<file path="src/rtl/fcs_pkg.sv">
package fcs_pkg;
  localparam int REG_W   = 8;
  localparam int CC_BIT  = 7;  // completion / launch
  localparam int RC_BIT  = 6;  // read collision
  localparam int AE_BIT  = 5;  // access error
  localparam int PV_BIT  = 4;  // protection violation
  localparam int RS_BIT  = 0;  // command result
  localparam int NUM_ERR = 3;  // flags at PV_BIT .. RC_BIT
  // index into the error flag vector; bit position = PV_BIT + index
  typedef enum logic [1:0] {
    ERR_PV = 2'd0,
    ERR_AE = 2'd1,
    ERR_RC = 2'd2
  } err_idx_e;
endpackage

</file>
<file path="src/rtl/fcs_rst_sync.sv">
module fcs_rst_sync #(
  parameter int STAGES = 2
) (
  input  logic clk,
  input  logic rst_n,
  output logic rst_n_sync
);
  logic [STAGES-1:0] chain_q;
  logic [STAGES-1:0] chain_d;

  always_comb begin
    chain_d = {chain_q[STAGES-2:0], 1'b1};
  end

  always_ff @(posedge clk or negedge rst_n) begin
    if (!rst_n) chain_q <= '0;
    else        chain_q <= chain_d;
  end

  assign rst_n_sync = chain_q[STAGES-1];
endmodule

</file>
<file path="src/rtl/fcs_w1c_flag.sv">
module fcs_w1c_flag (
  input  logic clk,
  input  logic rst_n,
  input  logic set_i,
  input  logic clr_i,
  output logic flag_o
);
  logic flag_q;
  logic flag_d;
  logic flag_en;

  always_comb begin
    flag_en = set_i | clr_i;
    flag_d  = set_i;        // set dominates a same-cycle clear
  end

  always_ff @(posedge clk or negedge rst_n) begin
    if (!rst_n)       flag_q <= 1'b0;
    else if (flag_en) flag_q <= flag_d;
  end

  assign flag_o = flag_q;

  // a hardware set always lands
  a_r9_set_wins: assert property (@(posedge clk) disable iff (!rst_n)
    set_i |=> flag_o);
  // with no strobe the flag holds
  a_r3_hold: assert property (@(posedge clk) disable iff (!rst_n)
    (!set_i && !clr_i) |=> $stable(flag_o));
endmodule

</file>
<file path="src/rtl/fcs_cmd_ctl.sv">
module fcs_cmd_ctl (
  input  logic clk,
  input  logic rst_n,
  input  logic init_done_i,
  input  logic wr_launch_i,
  input  logic err_block_i,
  input  logic cmd_done_i,
  input  logic cmd_err_i,
  input  logic result_i,
  output logic ccif_o,
  output logic busy_o,
  output logic launch_o,
  output logic result_o
);
  logic init_q, init_d;
  logic ccif_q, ccif_d, ccif_en;
  logic launch_q, launch_d;
  logic res_q, res_en;
  logic busy;
  logic launch_ok;
  logic finish;

  always_comb begin
    busy      = init_q & ~ccif_q;
    launch_ok = wr_launch_i & ccif_q & ~err_block_i;
    finish    = busy & (cmd_done_i | cmd_err_i);
    init_d    = init_q | init_done_i;
    launch_d  = launch_ok;
    res_en    = busy & cmd_done_i;
    ccif_en   = 1'b0;
    ccif_d    = ccif_q;
    if (!init_q) begin
      ccif_en = init_done_i;
      ccif_d  = 1'b1;
    end else if (launch_ok) begin
      ccif_en = 1'b1;
      ccif_d  = 1'b0;
    end else if (finish) begin
      ccif_en = 1'b1;
      ccif_d  = 1'b1;
    end
  end

  always_ff @(posedge clk or negedge rst_n) begin
    if (!rst_n) begin
      init_q   <= 1'b0;
      ccif_q   <= 1'b0;
      launch_q <= 1'b0;
      res_q    <= 1'b0;
    end else begin
      init_q   <= init_d;
      launch_q <= launch_d;
      if (ccif_en) ccif_q <= ccif_d;
      if (res_en)  res_q  <= result_i;
    end
  end

  assign ccif_o   = ccif_q;
  assign busy_o   = busy;
  assign launch_o = launch_q;
  assign result_o = res_q;

  a_r4_single_pulse: assert property (@(posedge clk) disable iff (!rst_n)
    launch_o |=> !launch_o);
  a_r4_flag_drops: assert property (@(posedge clk) disable iff (!rst_n)
    launch_o |-> !ccif_o);
  a_r6_busy_hold: assert property (@(posedge clk) disable iff (!rst_n)
    (busy_o && !cmd_done_i && !cmd_err_i) |=> !ccif_o);
  a_r7_err_returns: assert property (@(posedge clk) disable iff (!rst_n)
    (busy_o && cmd_err_i) |=> ccif_o);
  a_r8_result_hold: assert property (@(posedge clk) disable iff (!rst_n)
    !(busy_o && cmd_done_i) |=> $stable(result_o));
endmodule

</file>
<file path="src/rtl/fcs_status_reg.sv">
module fcs_status_reg #(
  parameter int SYNC_STAGES = 2
) (
  input  logic       clk,
  input  logic       rst_n,
  input  logic       wr_en,
  input  logic [7:0] wr_data,
  output logic [7:0] rd_data,
  input  logic       irq_en,
  input  logic       eng_init_done,
  input  logic       eng_cmd_done,
  input  logic       eng_acc_err,
  input  logic       eng_prot_err,
  input  logic       eng_rd_coll,
  input  logic       eng_result,
  output logic       launch,
  output logic       irq
);
  import fcs_pkg::*;

  logic               rst_n_i;
  logic               ccif, busy, result;
  logic [NUM_ERR-1:0] err_set, err_clr, err_flag;
  logic               unused_wr_bits;

  fcs_rst_sync #(.STAGES(SYNC_STAGES)) u_rst (
    .clk        (clk),
    .rst_n      (rst_n),
    .rst_n_sync (rst_n_i)
  );

  always_comb begin
    err_set[ERR_PV] = busy & eng_prot_err;
    err_set[ERR_AE] = busy & eng_acc_err;
    err_set[ERR_RC] = eng_rd_coll;
  end

  for (genvar i = 0; i < NUM_ERR; i++) begin : g_err
    assign err_clr[i] = wr_en & wr_data[PV_BIT + i];
    fcs_w1c_flag u_flag (
      .clk    (clk),
      .rst_n  (rst_n_i),
      .set_i  (err_set[i]),
      .clr_i  (err_clr[i]),
      .flag_o (err_flag[i])
    );
  end

  fcs_cmd_ctl u_ctl (
    .clk         (clk),
    .rst_n       (rst_n_i),
    .init_done_i (eng_init_done),
    .wr_launch_i (wr_en & wr_data[CC_BIT]),
    .err_block_i (err_flag[ERR_AE] | err_flag[ERR_PV]),
    .cmd_done_i  (eng_cmd_done),
    .cmd_err_i   (eng_acc_err | eng_prot_err),
    .result_i    (eng_result),
    .ccif_o      (ccif),
    .busy_o      (busy),
    .launch_o    (launch),
    .result_o    (result)
  );

  always_comb begin
    rd_data         = '0;
    rd_data[CC_BIT] = ccif;
    rd_data[RC_BIT] = err_flag[ERR_RC];
    rd_data[AE_BIT] = err_flag[ERR_AE];
    rd_data[PV_BIT] = err_flag[ERR_PV];
    rd_data[RS_BIT] = result;
  end

  assign irq            = ccif & irq_en;
  assign unused_wr_bits = ^wr_data[3:0];

  a_r5_blocked: assert property (@(posedge clk) disable iff (!rst_n_i)
    (wr_en && wr_data[CC_BIT] && (rd_data[AE_BIT] || rd_data[PV_BIT])) |=> !launch);
  a_r7_idle_err_ignored: assert property (@(posedge clk) disable iff (!rst_n_i)
    (rd_data[CC_BIT] && !rd_data[AE_BIT] && !(wr_en && wr_data[CC_BIT])) |=> !rd_data[AE_BIT]);
endmodule

</file>
<file path="config.mk">
export PLATFORM = sky130hd
export DESIGN_NAME = fcs_status_reg
export DESIGN_NICKNAME = d
export VERILOG_FILES = /design/src/rtl/fcs_pkg.sv /design/src/rtl/fcs_rst_sync.sv /design/src/rtl/fcs_w1c_flag.sv /design/src/rtl/fcs_cmd_ctl.sv /design/src/rtl/fcs_status_reg.sv
export SDC_FILE = /design/constraint.sdc
export NUM_CORES = 1
export LEC_CHECK = 0
export BUFFER_PORTS_ARGS = -buffer_cell sky130_fd_sc_hd__buf_2
export CORE_AREA = 5 5 42 44
export CTS_CLUSTER_SIZE = 40
export DETAILED_ROUTE_END_ITERATION = 12
export DIE_AREA = 0 0 47 49
export MAX_ROUTING_LAYER = met4
export PLACE_DENSITY = 0.69
export SYNTH_ARGS = -nofsm -noshare
export SYNTH_HDL_FRONTEND = slang
export SYNTH_SLANG_ARGS = --single-unit
</file>
<file path="constraint.sdc">
create_clock -name clk -period 0.8 [get_ports clk]
set_input_delay 0.16 -clock clk [delete_from_list [all_inputs] [get_ports clk]]
set_output_delay 0.16 -clock clk [all_outputs]
set_load 0.05 [all_outputs]
</file>
==> reports/qor.tcl <==
set qor(synth_seq_area_share) 0.5538
set qor(global_route.overflow_total) 0
set qor(clock_tree.root_cell) {clkbuf_4}
set qor(r2r_setup_slack_ps) -320
set qor(floorplan.rows) 14
set qor(r2r_cells) 4
set qor(route.detailed.vias_per_inst) 4.090
set qor(irDropWorstVdd_v) 0.001321
set qor(clock_skew_ps) 10.06
set qor(clockBufferDepth) 2
set qor(grt_max_degree) 8
set qor(setup_viol_count_final) 13
set qor(wirelength_um) 893
set qor(worst_skew_pair.late_latency_ps) 260
set qor(synth_cell_types) 14
set qor(track_usage) 0.08594
set qor(drive_above_1_share) 0.6290
set qor(critical_path_class) {reg -> reg}
set qor(chipHeight_um) 49
set qor(h-tree-depth) 1
set qor(floorplan.core_area_um2) 1401
set qor(wire_per_inst_um) 11.45
set qor(syn_avg_cell_area_um2) 11.62
set qor(syn_area_um2) 406.6
set qor(critPathMaxStageDelay_ps) 400
set qor(path_cells) {buf_6 -> nor2b_4 -> nand2_2 -> mux2_4}
set qor(fin_crit_sh) 1.399
set qor(die_area_um2) 2303
set qor(max_freq_mhz) 893.7
set qor(global_route_track_usage_on_met1) 0.08578
set qor(buffers_on_ports) 20
set qor(global_route.usage.met3) 0.05535
set qor(timing_max_transition_violations_final) 0
set qor(yosys_register_bits) 9
set qor(timing_hold_violations_final) 0
set qor(endpoint_kind) {flop}
set qor(worst-endpoint-arrival_ps) 1270
set qor(power.total_mw) 1.792
set qor(setup.worst_path.end) {u_ctl.result_o}
set qor(fillers) 128
set qor(critPathLaunchType) {flop}
set qor(io-pin-count) 28
set qor(drc) 0
set qor(status) {complete, but fails checks}
set qor(timing.final.ws_setup_ps) -318.9
set qor(routed-via-count) 319
set qor(count_of_synthesis_stage_warnings_from_yosys) 0
set qor(clkTransAtPathRegs_ps) 60
set qor(min_period_ps) 1119
set qor(worst-endpoint-required_ps) 950
set qor(num-nets-final) 81
set qor(die_width_um) 47
set qor(tritoncts.num_buffers) 3
set qor(postRouteAntennaNets) 0
set qor(ratio_of_total_power_to_cell_area_nw_per_um2) 2754
set qor(dr.first_iter.drc_count) 4
set qor(r2r-start) {u_ctl.ccif_o}
set qor(largest_fanout_on_the_critical_path) 3
set qor(drt_pre_antenna_iters) 4
set qor(violations_in_the_final_reports) {setup timing}
set qor(first_global_vias) 343
set qor(area.growth.synth_to_final_pct) 60.00
set qor(worst_reg2reg_endpoint) {u_ctl.result_o}
set qor(grt_setup_unrepaired) {true}
set qor(numClockSinks) 9
set qor(grt-busiest-layer) {met2}
set qor(path_category_of_the_worst_min_delay_check) {in -> reg}
set qor(worstSetupStartpoint) {u_ctl.ccif_o}
set qor(start_util) 0.2902
set qor(routabilityCongestion) 0.7454
set qor(fin_hold_ws_ps) 92.21
set qor(synthesis.instances) 35
set qor(grt_first_pass_wirelength_um) 1359
set qor(n_antenna_cell) 0
set qor(number_of_antenna_violations_at_the_first_check_in_global_routing) 0
set qor(cpMaxStageDelayCell) {dfrtp_1}
set qor(cap_violations) 0
set qor(leak_nw) 0.3324
set qor(tritoncts) {done}
set qor(globalRouteMet2Util) 0.1403
-- layout by cell type (no fill, tap or decap) --
| cell type | instances |
|---|---|
| buf_2 | 13 |
| dfrtp_1 | 9 |
| buf_6 | 7 |
| buf_4 | 5 |
| conb_1 | 4 |
| nand2_1 | 3 |
| clkbuf_4 | 3 |
| buf_8 | 3 |
| a22o_1 | 2 |
| nor2_2 | 1 |
| and4_4 | 1 |
| or2_2 | 1 |
| and2_4 | 1 |
| nor2b_4 | 1 |
| nor3_1 | 1 |
| nor2_1 | 1 |
| a221oi_2 | 1 |
| a21o_1 | 1 |
| nand2_2 | 1 |
| mux2_4 | 1 |
| clkbuf_1 | 1 |
| dlygate4sd3_1 | 1 |
-- routing by layer --
| layer | up-vias | part of all wire |
|---|---|---|
| met5 | - | 0 |
| met4 | 0 | 0 |
| met3 | 0 | 0.11 |
| met2 | 15 | 0.55 |
| met1 | 145 | 0.34 |
| li1 | 159 | - |
-- registers in the layout (all words and copies together) (netlist names) --
register	flops
g_err.u_flag.flag_o	3
u_rst.chain_q	2
u_ctl.ccif_o	1
u_ctl.init_q	1
u_ctl.launch_o	1
u_ctl.result_o	1
-- timing repair --
item                                    in CTS  in global routing
hold endpoints to repair                     2                  0
hold buffers                                 1                  0
resized for setup                           20                  5
pin swaps                                    1                  2
buffers inserted                             4                  1
endpoints found under the setup margin      11                 13
cloned                                       0                  0
-- report_power, final --
part / switching (mW) / internal (mW) / total [mW]
combinational: 0.442 / 0.420 / 0.862
clock: 0.151 / 0.192 / 0.343
sequential: 0.0584 / 0.528 / 0.587
-- synth_stat cells --
cell type / number / share of area
a22o_1: 2 / 0.043
and4_4: 1 / 0.028
a21o_1: 1 / 0.018
dfrtp_1: 9 / 0.55
and2_1: 1 / 0.015
buf_4: 8 / 0.15
conb_1: 2 / 0.018
or2_2: 1 / 0.015
nor2b_4: 1 / 0.034
nor3_1: 1 / 0.012
nand2_1: 4 / 0.037
mux2_4: 1 / 0.037
a221oi_1: 1 / 0.022
nor2_1: 2 / 0.018
-- worst max-delay path: cells and delay by family, from the launching register on --
kind | cells | cell delay (ps)
DFF | 1 | 400
muxes | 1 | 290
and+or+nand+nor | 2 | 190
buffers and inverters | 1 | 130
-- per-stage QoR --
stage	setup slack, ps	instance area (um^2)	cells	TNS, ps	util
detailed placement	-239.4	498.0	68	-1103	0.3554
CTS	-314.2	628.1	77	-2561	0.4482
floorplan	-226.0	415.4	37	-448.5	-
global placement	-224.3	498.0	68	-1053	0.3554
finish	-318.9	650.6	78	-2593	0.4643
global route	-367.2	650.6	78	-3126	0.4643
-- cell type report --
type | count | area, um^2 | share of cell area
Clock buffer | 4 | 26.28 | 0.04038
Multi-Input combinational cell | 20 | 142.6 | 0.2192
Sequential cell | 9 | 225.2 | 0.3462
Tap cell | 16 | 20.02 | 0.03077
Timing Repair Buffer | 29 | 236.5 | 0.3635
-- cells by family after synthesis --
family                 after synthesis  share of synthesized area
and+or+nand+nor                     11                     0.1600
DFF                                  9                     0.5539
AOI/OAI and AO/OA                    4                    0.08310
muxes                                1                    0.03691
other                                2                    0.01847
buffers and inverters                8                     0.1477
-- worst min path at each step --
stage	end	startpoint	slack [ps]	cells after the start
2_1_floorplan	u_rst.chain_q[0]	rst_n	-140	0
4_1_cts	g_err[2].u_flag.flag_o	eng_rd_coll	80	2
6_report	g_err[2].u_flag.flag_o	eng_rd_coll	90	2
3_5_place_dp	u_rst.chain_q[1]	rst_n	-50	1
5_1_grt	g_err[2].u_flag.flag_o	eng_rd_coll	90	2
3_3_place_gp	u_rst.chain_q[0]	rst_n	-50	1
Power figures use the tool's default switching activity.
